--- src/rtl/cmd_sb_pkg.sv ---
package cmd_sb_pkg;
  typedef enum logic [1:0] {
    CLS_AGED  = 2'd0,
    CLS_ROW   = 2'd1,
    CLS_PLAIN = 2'd2,
    CLS_NONE  = 2'd3
  } pick_cls_e;
endpackage

--- src/rtl/cmd_sb_slot.sv ---
module cmd_sb_slot #(
  parameter int DEPTH  = 16,
  parameter int ADDR_W = 10,
  parameter int TMR_W  = 4,
  parameter int AGE_W  = 6
) (
  input  logic              clk,
  input  logic              rst_n,
  input  logic              alloc,
  input  logic              in_write,
  input  logic [ADDR_W-1:0] in_addr,
  input  logic [TMR_W-1:0]  in_delay,
  input  logic [DEPTH-1:0]  in_dep,
  input  logic [DEPTH-1:0]  in_elder,
  input  logic [DEPTH-1:0]  freed,
  input  logic              issue_me,
  input  logic [AGE_W-1:0]  cfg_limit,
  output logic              valid_o,
  output logic              write_o,
  output logic [ADDR_W-1:0] addr_o,
  output logic              ready_o,
  output logic              starved_o,
  output logic [DEPTH-1:0]  elder_o
);
  logic              valid_q;
  logic              write_q;
  logic [ADDR_W-1:0] addr_q;
  logic [TMR_W-1:0]  timer_q;
  logic [AGE_W-1:0]  age_q;
  logic [DEPTH-1:0]  dep_q;
  logic [DEPTH-1:0]  elder_q;

  always_ff @(posedge clk) begin
    if (!rst_n) begin
      valid_q <= 1'b0;
      write_q <= 1'b0;
      addr_q  <= '0;
      timer_q <= '0;
      age_q   <= '0;
      dep_q   <= '0;
      elder_q <= '0;
    end else if (alloc) begin
      valid_q <= 1'b1;
      write_q <= in_write;
      addr_q  <= in_addr;
      timer_q <= in_delay;
      age_q   <= '0;
      dep_q   <= in_dep;
      elder_q <= in_elder;
    end else begin
      if (issue_me) valid_q <= 1'b0;
      if (timer_q != '0) timer_q <= timer_q - 1'b1;
      if (valid_q && age_q != '1) age_q <= age_q + 1'b1;
      dep_q   <= dep_q & ~freed;
      elder_q <= elder_q & ~freed;
    end
  end

  assign valid_o   = valid_q;
  assign write_o   = write_q;
  assign addr_o    = addr_q;
  assign ready_o   = valid_q && (dep_q == '0) && (timer_q == '0);
  assign starved_o = valid_q && (cfg_limit != '0) && (age_q >= cfg_limit);
  assign elder_o   = elder_q;

  // a pending delay counts down one per cycle and the slot stays occupied
  a_r4_timer_steps: assert property (@(posedge clk) disable iff (!rst_n)
    (valid_q && timer_q != '0) |=> (valid_q && timer_q == $past(timer_q) - 1'b1));

  // the picker never takes a slot with an outstanding hazard or delay
  a_r2_issue_clean: assert property (@(posedge clk) disable iff (!rst_n)
    issue_me |-> (valid_q && dep_q == '0 && timer_q == '0));
endmodule

--- src/rtl/cmd_sb_rows.sv ---
module cmd_sb_rows #(
  parameter int BANK_W = 2,
  parameter int ROW_W  = 4,
  localparam int NBANK = 1 << BANK_W
) (
  input  logic                         clk,
  input  logic                         rst_n,
  input  logic                         fire,
  input  logic [BANK_W-1:0]            fire_bank,
  input  logic [ROW_W-1:0]             fire_row,
  output logic [NBANK-1:0]             open_v,
  output logic [NBANK-1:0][ROW_W-1:0]  open_row
);
  always_ff @(posedge clk) begin
    if (!rst_n) begin
      open_v   <= '0;
      open_row <= '0;
    end else if (fire) begin
      open_v[fire_bank]   <= 1'b1;
      open_row[fire_bank] <= fire_row;
    end
  end

  // after an issue the bank reports the issued row as open
  a_r6_row_recorded: assert property (@(posedge clk) disable iff (!rst_n)
    fire |=> (open_v[$past(fire_bank)] && open_row[$past(fire_bank)] == $past(fire_row)));
endmodule

--- src/rtl/cmd_sb_pick.sv ---
module cmd_sb_pick
  import cmd_sb_pkg::*;
#(
  parameter int DEPTH = 16
) (
  input  logic             clk,
  input  logic             rst_n,
  input  logic [DEPTH-1:0] ready,
  input  logic [DEPTH-1:0] starved,
  input  logic [DEPTH-1:0] hit,
  input  logic [DEPTH-1:0] elder [DEPTH],
  output logic [DEPTH-1:0] grant,
  output logic             any
);
  pick_cls_e        cls;
  logic [DEPTH-1:0] cand;

  always_comb begin
    if ((ready & starved) != '0)  cls = CLS_AGED;
    else if ((ready & hit) != '0) cls = CLS_ROW;
    else if (ready != '0)         cls = CLS_PLAIN;
    else                          cls = CLS_NONE;
    case (cls)
      CLS_AGED:  cand = ready & starved;
      CLS_ROW:   cand = ready & hit;
      CLS_PLAIN: cand = ready;
      default:   cand = '0;
    endcase
  end

  for (genvar i = 0; i < DEPTH; i++) begin : g_old
    assign grant[i] = cand[i] && ((elder[i] & cand) == '0);
  end

  assign any = (cls != CLS_NONE);

  // exactly one grant whenever something is eligible
  a_r5_one_grant: assert property (@(posedge clk) disable iff (!rst_n)
    (ready != '0) |-> $onehot(grant));

  // grants only go to eligible slots
  a_r5_grant_eligible: assert property (@(posedge clk) disable iff (!rst_n)
    (grant & ~ready) == '0);
endmodule

--- src/rtl/cmd_sb_top.sv ---
module cmd_sb_top #(
  parameter int DEPTH  = 16,
  parameter int BANK_W = 2,
  parameter int ROW_W  = 4,
  parameter int COL_W  = 4,
  parameter int TMR_W  = 4,
  parameter int AGE_W  = 6
) (
  input  logic              clk,
  input  logic              rst_n,
  input  logic [AGE_W-1:0]  cfg_starve_limit,
  input  logic              in_valid,
  output logic              in_ready,
  input  logic              in_write,
  input  logic [BANK_W-1:0] in_bank,
  input  logic [ROW_W-1:0]  in_row,
  input  logic [COL_W-1:0]  in_col,
  input  logic [TMR_W-1:0]  in_delay,
  output logic              out_valid,
  input  logic              out_ready,
  output logic              out_write,
  output logic [BANK_W-1:0] out_bank,
  output logic [ROW_W-1:0]  out_row,
  output logic [COL_W-1:0]  out_col
);
  localparam int ADDR_W = BANK_W + ROW_W + COL_W;
  localparam int NBANK  = 1 << BANK_W;

  logic [DEPTH-1:0]  valid, wr, ready, starved, hit, grant, freed, alloc_vec, match;
  logic [DEPTH-1:0]  elder [DEPTH];
  logic [ADDR_W-1:0] addr  [DEPTH];
  logic [ADDR_W-1:0] in_addr;
  logic              any, fire, accept, full;
  logic              sel_w;
  logic [ADDR_W-1:0] sel_addr;
  logic [NBANK-1:0]             open_v;
  logic [NBANK-1:0][ROW_W-1:0]  open_row;

  assign in_addr  = {in_bank, in_row, in_col};
  assign full     = &valid;
  assign in_ready = !full;
  assign accept   = in_valid && in_ready;
  assign fire     = any && out_ready;
  assign freed    = grant & {DEPTH{fire}};

  // lowest free slot takes the next command
  always_comb begin
    logic found;
    found     = 1'b0;
    alloc_vec = '0;
    for (int i = 0; i < DEPTH; i++) begin
      if (!valid[i] && !found) begin
        alloc_vec[i] = accept;
        found        = 1'b1;
      end
    end
  end

  // hazard against older pending entries; read pairs never conflict
  always_comb begin
    for (int j = 0; j < DEPTH; j++)
      match[j] = valid[j] && !freed[j] && (addr[j] == in_addr) && (wr[j] || in_write);
  end

  for (genvar i = 0; i < DEPTH; i++) begin : g_slot
    cmd_sb_slot #(
      .DEPTH(DEPTH), .ADDR_W(ADDR_W), .TMR_W(TMR_W), .AGE_W(AGE_W)
    ) u_slot (
      .clk(clk), .rst_n(rst_n),
      .alloc(alloc_vec[i]),
      .in_write(in_write), .in_addr(in_addr), .in_delay(in_delay),
      .in_dep(match), .in_elder(valid & ~freed), .freed(freed),
      .issue_me(freed[i]), .cfg_limit(cfg_starve_limit),
      .valid_o(valid[i]), .write_o(wr[i]), .addr_o(addr[i]),
      .ready_o(ready[i]), .starved_o(starved[i]), .elder_o(elder[i])
    );
    assign hit[i] = open_v[addr[i][ADDR_W-1 -: BANK_W]] &&
                    (open_row[addr[i][ADDR_W-1 -: BANK_W]] == addr[i][COL_W +: ROW_W]);
  end

  cmd_sb_pick #(.DEPTH(DEPTH)) u_pick (
    .clk(clk), .rst_n(rst_n),
    .ready(ready), .starved(starved), .hit(hit), .elder(elder),
    .grant(grant), .any(any)
  );

  always_comb begin
    sel_w    = 1'b0;
    sel_addr = '0;
    for (int i = 0; i < DEPTH; i++) begin
      if (grant[i]) begin
        sel_w    = sel_w | wr[i];
        sel_addr = sel_addr | addr[i];
      end
    end
  end

  assign out_valid = any;
  assign out_write = sel_w;
  assign out_bank  = sel_addr[ADDR_W-1 -: BANK_W];
  assign out_row   = sel_addr[COL_W +: ROW_W];
  assign out_col   = sel_addr[COL_W-1:0];

  cmd_sb_rows #(.BANK_W(BANK_W), .ROW_W(ROW_W)) u_rows (
    .clk(clk), .rst_n(rst_n), .fire(fire),
    .fire_bank(out_bank), .fire_row(out_row),
    .open_v(open_v), .open_row(open_row)
  );

  // a full pool refuses input
  a_r1_full_stall: assert property (@(posedge clk) disable iff (!rst_n)
    ($countones(valid) == DEPTH) |-> !in_ready);

  // an accepted command occupies one more slot next cycle unless one left
  a_r1_occupancy: assert property (@(posedge clk) disable iff (!rst_n)
    (accept && !fire) |=> ($countones(valid) == $past($countones(valid)) + 1));

  // an aged eligible slot beats every other class
  a_r8_aged_wins: assert property (@(posedge clk) disable iff (!rst_n)
    (fire && (ready & starved) != '0) |-> ((grant & starved) != '0));
endmodule

--- config.mk ---
export PLATFORM = sky130hd
export DESIGN_NAME = cmd_sb_top
export DESIGN_NICKNAME = d
export VERILOG_FILES = /design/src/rtl/cmd_sb_pkg.sv /design/src/rtl/cmd_sb_slot.sv /design/src/rtl/cmd_sb_rows.sv /design/src/rtl/cmd_sb_pick.sv /design/src/rtl/cmd_sb_top.sv
export SDC_FILE = /design/constraint.sdc
export NUM_CORES = 2
export LEC_CHECK = 0
export BUFFER_PORTS_ARGS = -buffer_cell sky130_fd_sc_hd__buf_2
export CORE_MARGIN = 2
export CORE_UTILIZATION = 30
export CTS_CLUSTER_SIZE = 24
export DETAILED_ROUTE_END_ITERATION = 8
export GPL_TIMING_DRIVEN = 0
export HOLD_SLACK_MARGIN = 0.02
export PLACE_DENSITY = 0.46
export SKIP_CTS_REPAIR_TIMING = 1
export SYNTH_ARGS = -nofsm -noshare
export SYNTH_HDL_FRONTEND = slang
export SYNTH_SLANG_ARGS = --single-unit
export TNS_END_PERCENT = 20
--- constraint.sdc ---
create_clock -name clk -period 14.19 [get_ports clk]
set_input_delay 2.1285 -clock clk [delete_from_list [all_inputs] [get_ports clk]]
set_output_delay 2.1285 -clock clk [all_outputs]
set_load 0.02 [all_outputs]
==> impl_metrics.py <==
metrics = {
    "synthesis": {
        "synth_top_area_cell": "dfxtp_1",
        "synth_ff_type": "dfxtp_1",
        "syn_nets": 6294,
        "synth-seq-cells": 884,
        "synth_top_area_share_pct": 37.1,
        "ys_top_cells_by_count": "nand2_1 (1,245), dfxtp_1 (884), a21oi_1 (650), nor2_1 (499), clkbuf_1 (425)",
        "syn_inst": 6125,
        "synth_most_common_cell": "nand2_1",
        "ys_types": 95,
        "avgSynthCellArea_um2": 7.79,
        "synth.cell_area_mm2": 0.0477,
        "synth_edf_count": 0,
        "synth-async-reset-ratio_pct": 0,
        "yosysWarnings": 0,
        "synth-seq-area-share_pct": 37.1,
        "synth_area_leaders": "dfxtp_1 (37%), nand2_1 (9.8%), a21oi_1 (6.8%), nor2_1 (3.9%), ha_1 (3.8%)",
    },
    "power_and_ir_drop": {
        "ir_worst_vdd_uv": 108,
        "leakage_nw": 18.7,
        "pwr_density_cell_mw_per_mm2": 120,
    },
    "outcome": {
        "failed_checks": "DRC, capacitance limit, slew limit",
        "status": "finished, violations left",
    },
    "clock_tree": {
        "clk_pin_slew_worst_paths_ns": 0.06,
        "cts-htree-levels": 3,
        "cts_made_buffers": 106,
        "clock_path_buffers": 3,
        "clkSinkCount": 884,
        "cts_tree": "built",
        "root_buffer": "clkbuf_16",
        "clk_latency_ns": 0.81,
    },
    "routing": {
        "drt_pass1_iterations": 9,
        "drt_iter0_markers": 9627,
        "ant_nets": 0,
        "vias_per_cell": 6.27,
        "drt-total-wl_um": 326000,
        "wl_per_cell_um": 38.6,
        "drc": 12,
        "vias": 53091,
    },
    "grt": {
        "grt_pass1_wl_um": 428000,
        "globalRouteMet3Util_pct": 13.8,
        "grt_max_degree": 18,
        "grtUsageTotal_pct": 38.7,
        "overflow": 0,
        "met2_usage_pct": 51.9,
        "busiest_layer": "met2",
        "antenna_found_initial": 32,
        "grtUsageMet1_pct": 51.2,
        "grt_pass1_vias": 47299,
    },
    "setup_path": {
        "arrival_ns": 10.49,
        "worst-endpoint-required_ns": 12.06,
        "critPathKind": "primary input to output pin",
        "path_cells": "buf_2, inv_1, ha_1, and2_1, a221oi_1, o21ai_0, and4_1, clkbuf_1, or4b_4, nor3_4, nand4_1, buf_2, o21ai_1, a22oi_1, and4_1, clkbuf_1, a222oi_1, nand4_1, buf_2",
        "cp-startpoint": "cfg_starve_limit[5]",
        "r2r_start": "u_rows.open_row[7]$_SDFFE_PN0P_",
        "slowest_stage": "a222oi_1",
        "cp_max_fo": 16,
        "crit_path_frequent_cell": "buf_2",
        "reg2reg_depth": 19,
        "cp-start-kind": "primary input",
        "reg2reg_setup_slack_ns": 3.35,
        "end_kind": "output pin",
        "rr_endpoint": "g_slot[13].u_slot.elder_o[2]$_SDFF_PN0_",
        "max_stage_delay_ns": 0.78,
    },
    "timing": {
        "final.setup.tns_ns": 0,
        "maxSlewViolCount": 269,
        "worst_pin_slew_ns": 1.70,
        "rsz0062_at_grt": "no",
        "finalCritPeriodShare_pct": 88.9,
        "hold_viol": 0,
        "max_freq_mhz": 79.2,
        "hold_ws_ns": 0.442,
        "worst_slew_margin_rel_pct": -14.2,
        "fin_worst_skew_ns": 0.0990,
        "setup_viol": 0,
        "period_needed_ns": 12.62,
    },
    "layout": {
        "final_nets": 6457,
        "drive_above_1_share_pct": 7.01,
        "multiInputGateArea_mm2": 0.0278,
        "synthToLayoutAreaGrowth_pct": 14.8,
        "fillerInstances": 16838,
        "final_core_util_pct": 34.6,
        "ff_latch_area_mm2": 0.0177,
    },
    "min_path": {
        "hold_class": "register to register",
        "hp-start": "g_slot[14].u_slot.dep_q[14]$_SDFF_PN0_",
        "worstHoldEndpoint": "g_slot[14].u_slot.dep_q[14]$_SDFF_PN0_",
        "worstHoldPathCells": 2,
    },
    "die": {
        "io_pins": 38,
        "core_area_mm2": 0.158,
        "row_count": 146,
        "die_y_um": 403,
        "die-area_mm2": 0.162,
        "start_util_pct": 30.2,
        "fp.dieW_um": 403,
    },
    "placed_design": {
        "place_hpwl_um": 242000,
        "portBuffers": 22,
        "gp_congestion": 1.07,
    },
    "run": {
        "drv_cap": 30,
    },
}
[layout make-up]
class                   instances  share of cell area, %
diodes                         13                 0.0594
clock inverters                50                   1.01
repair buffers                 55                  0.955
clock buffers                 150                   5.71
plain buffers                 506                   3.67
well taps                    2072                   4.73
inverters                     103                  0.706
multi-input cells            4632                   50.8
flip-flops and latches        884                   32.3
[report_power, final]
group | switching, W | internal (W)
clock network | 0.00127 | 0.00164
logic | 0.000703 | 0.000312
registers | 0.0000664 | 0.00256
total | 0.00204 | 0.00451
[worst max-delay path by stage]
stage                       end  slack (ns)  cells past startpoint
global placement     out_row[1]        1.14                     17
finish               out_row[0]        1.57                     19
CTS                  out_row[1]        1.99                     19
detailed placement   out_row[1]        2.00                     19
floorplan           out_bank[0]        5.73                     18
global route         out_row[1]        1.66                     19
[flip-flops by register name, summed over array words and instances, names as in the netlist]
register and flops:
g_slot.u_slot.dep_q 256, g_slot.u_slot.elder_o 256, g_slot.u_slot.addr_o 160, g_slot.u_slot.age_q 96
g_slot.u_slot.timer_q 64, g_slot.u_slot.valid_o 16, g_slot.u_slot.write_o 16, u_rows.open_row 16
u_rows.open_v 4
[per-stage QoR]
| stage | std cells | cell area (um2) | setup slack [ns] | power, W |
|---|---|---|---|---|
| 4_1_cts | 8450 | 54700 | 1.99 | 0.00651 |
| 5_1_grt | 8453 | 54700 | 1.66 | 0.00672 |
| 3_3_place_gp | 8219 | 50400 | 1.14 | 0.00363 |
| 2_1_floorplan | 6125 | 47700 | 5.73 | 0.00327 |
| 6_report | 8465 | 54800 | 1.57 | 0.00655 |
| 3_5_place_dp | 8250 | 51000 | 2.00 | 0.00364 |
[logic make-up (layout without fill, tap and decap cells)]
family                     Yosys count  after routing  synth area share, %
AOI/OAI and AO/OA                 1311           1311                 17.9
xor gates and xnor gates           343            343                 6.30
adders and majority gates          144            144                 3.78
buffers and inverters              609            864                 4.98
DFF                                884            884                 37.1
muxes                              144            144                 3.66
other                                0             13                    0
and+or+nand+nor                   2690           2690                 26.3
[worst max-delay path, delay by kind of cell]
family	cells	cell delay, ns
compound gates	5	2.40
fa+ha+maj	1	0.38
buf+inv	6	2.48
simple gates	7	3.04
[layout by cell type, fill, tap and decap left out, types with 35 or more instances in the layout]
| master | Yosys | final |
|---|---|---|
| a21oi_1 | 650 | 650 |
| a221oi_1 | 64 | 64 |
| a222oi_1 | 74 | 74 |
| a22o_1 | 36 | 36 |
| a22oi_1 | 85 | 85 |
| a31oi_1 | 38 | 38 |
| and2_1 | 58 | 58 |
| and3_1 | 88 | 88 |
| buf_2 | 45 | 67 |
| clkbuf_1 | 425 | 421 |
| clkbuf_16 | 0 | 106 |
| dfxtp_1 | 884 | 884 |
| ha_1 | 144 | 144 |
| inv_1 | 100 | 100 |
| mux2i_1 | 108 | 107 |
| nand2_1 | 1245 | 1245 |
| nand2b_1 | 35 | 35 |
| nand3_1 | 222 | 222 |
| nand4_1 | 115 | 115 |
| nor2_1 | 499 | 496 |
| nor3_1 | 80 | 76 |
| nor4_1 | 81 | 73 |
| o21a_1 | 36 | 36 |
| o21ai_0 | 72 | 69 |
| or3_1 | 35 | 35 |
| xnor2_1 | 138 | 138 |
| xor2_1 | 205 | 205 |
[layer usage]
metal / part of all wire [%] / wire (um)
met5: 0.037 / 121
met4: 8.2 / 26600
met3: 14 / 44800
met2: 38 / 125000
met1: 40 / 130000
(Power assumes the default switching activity.)
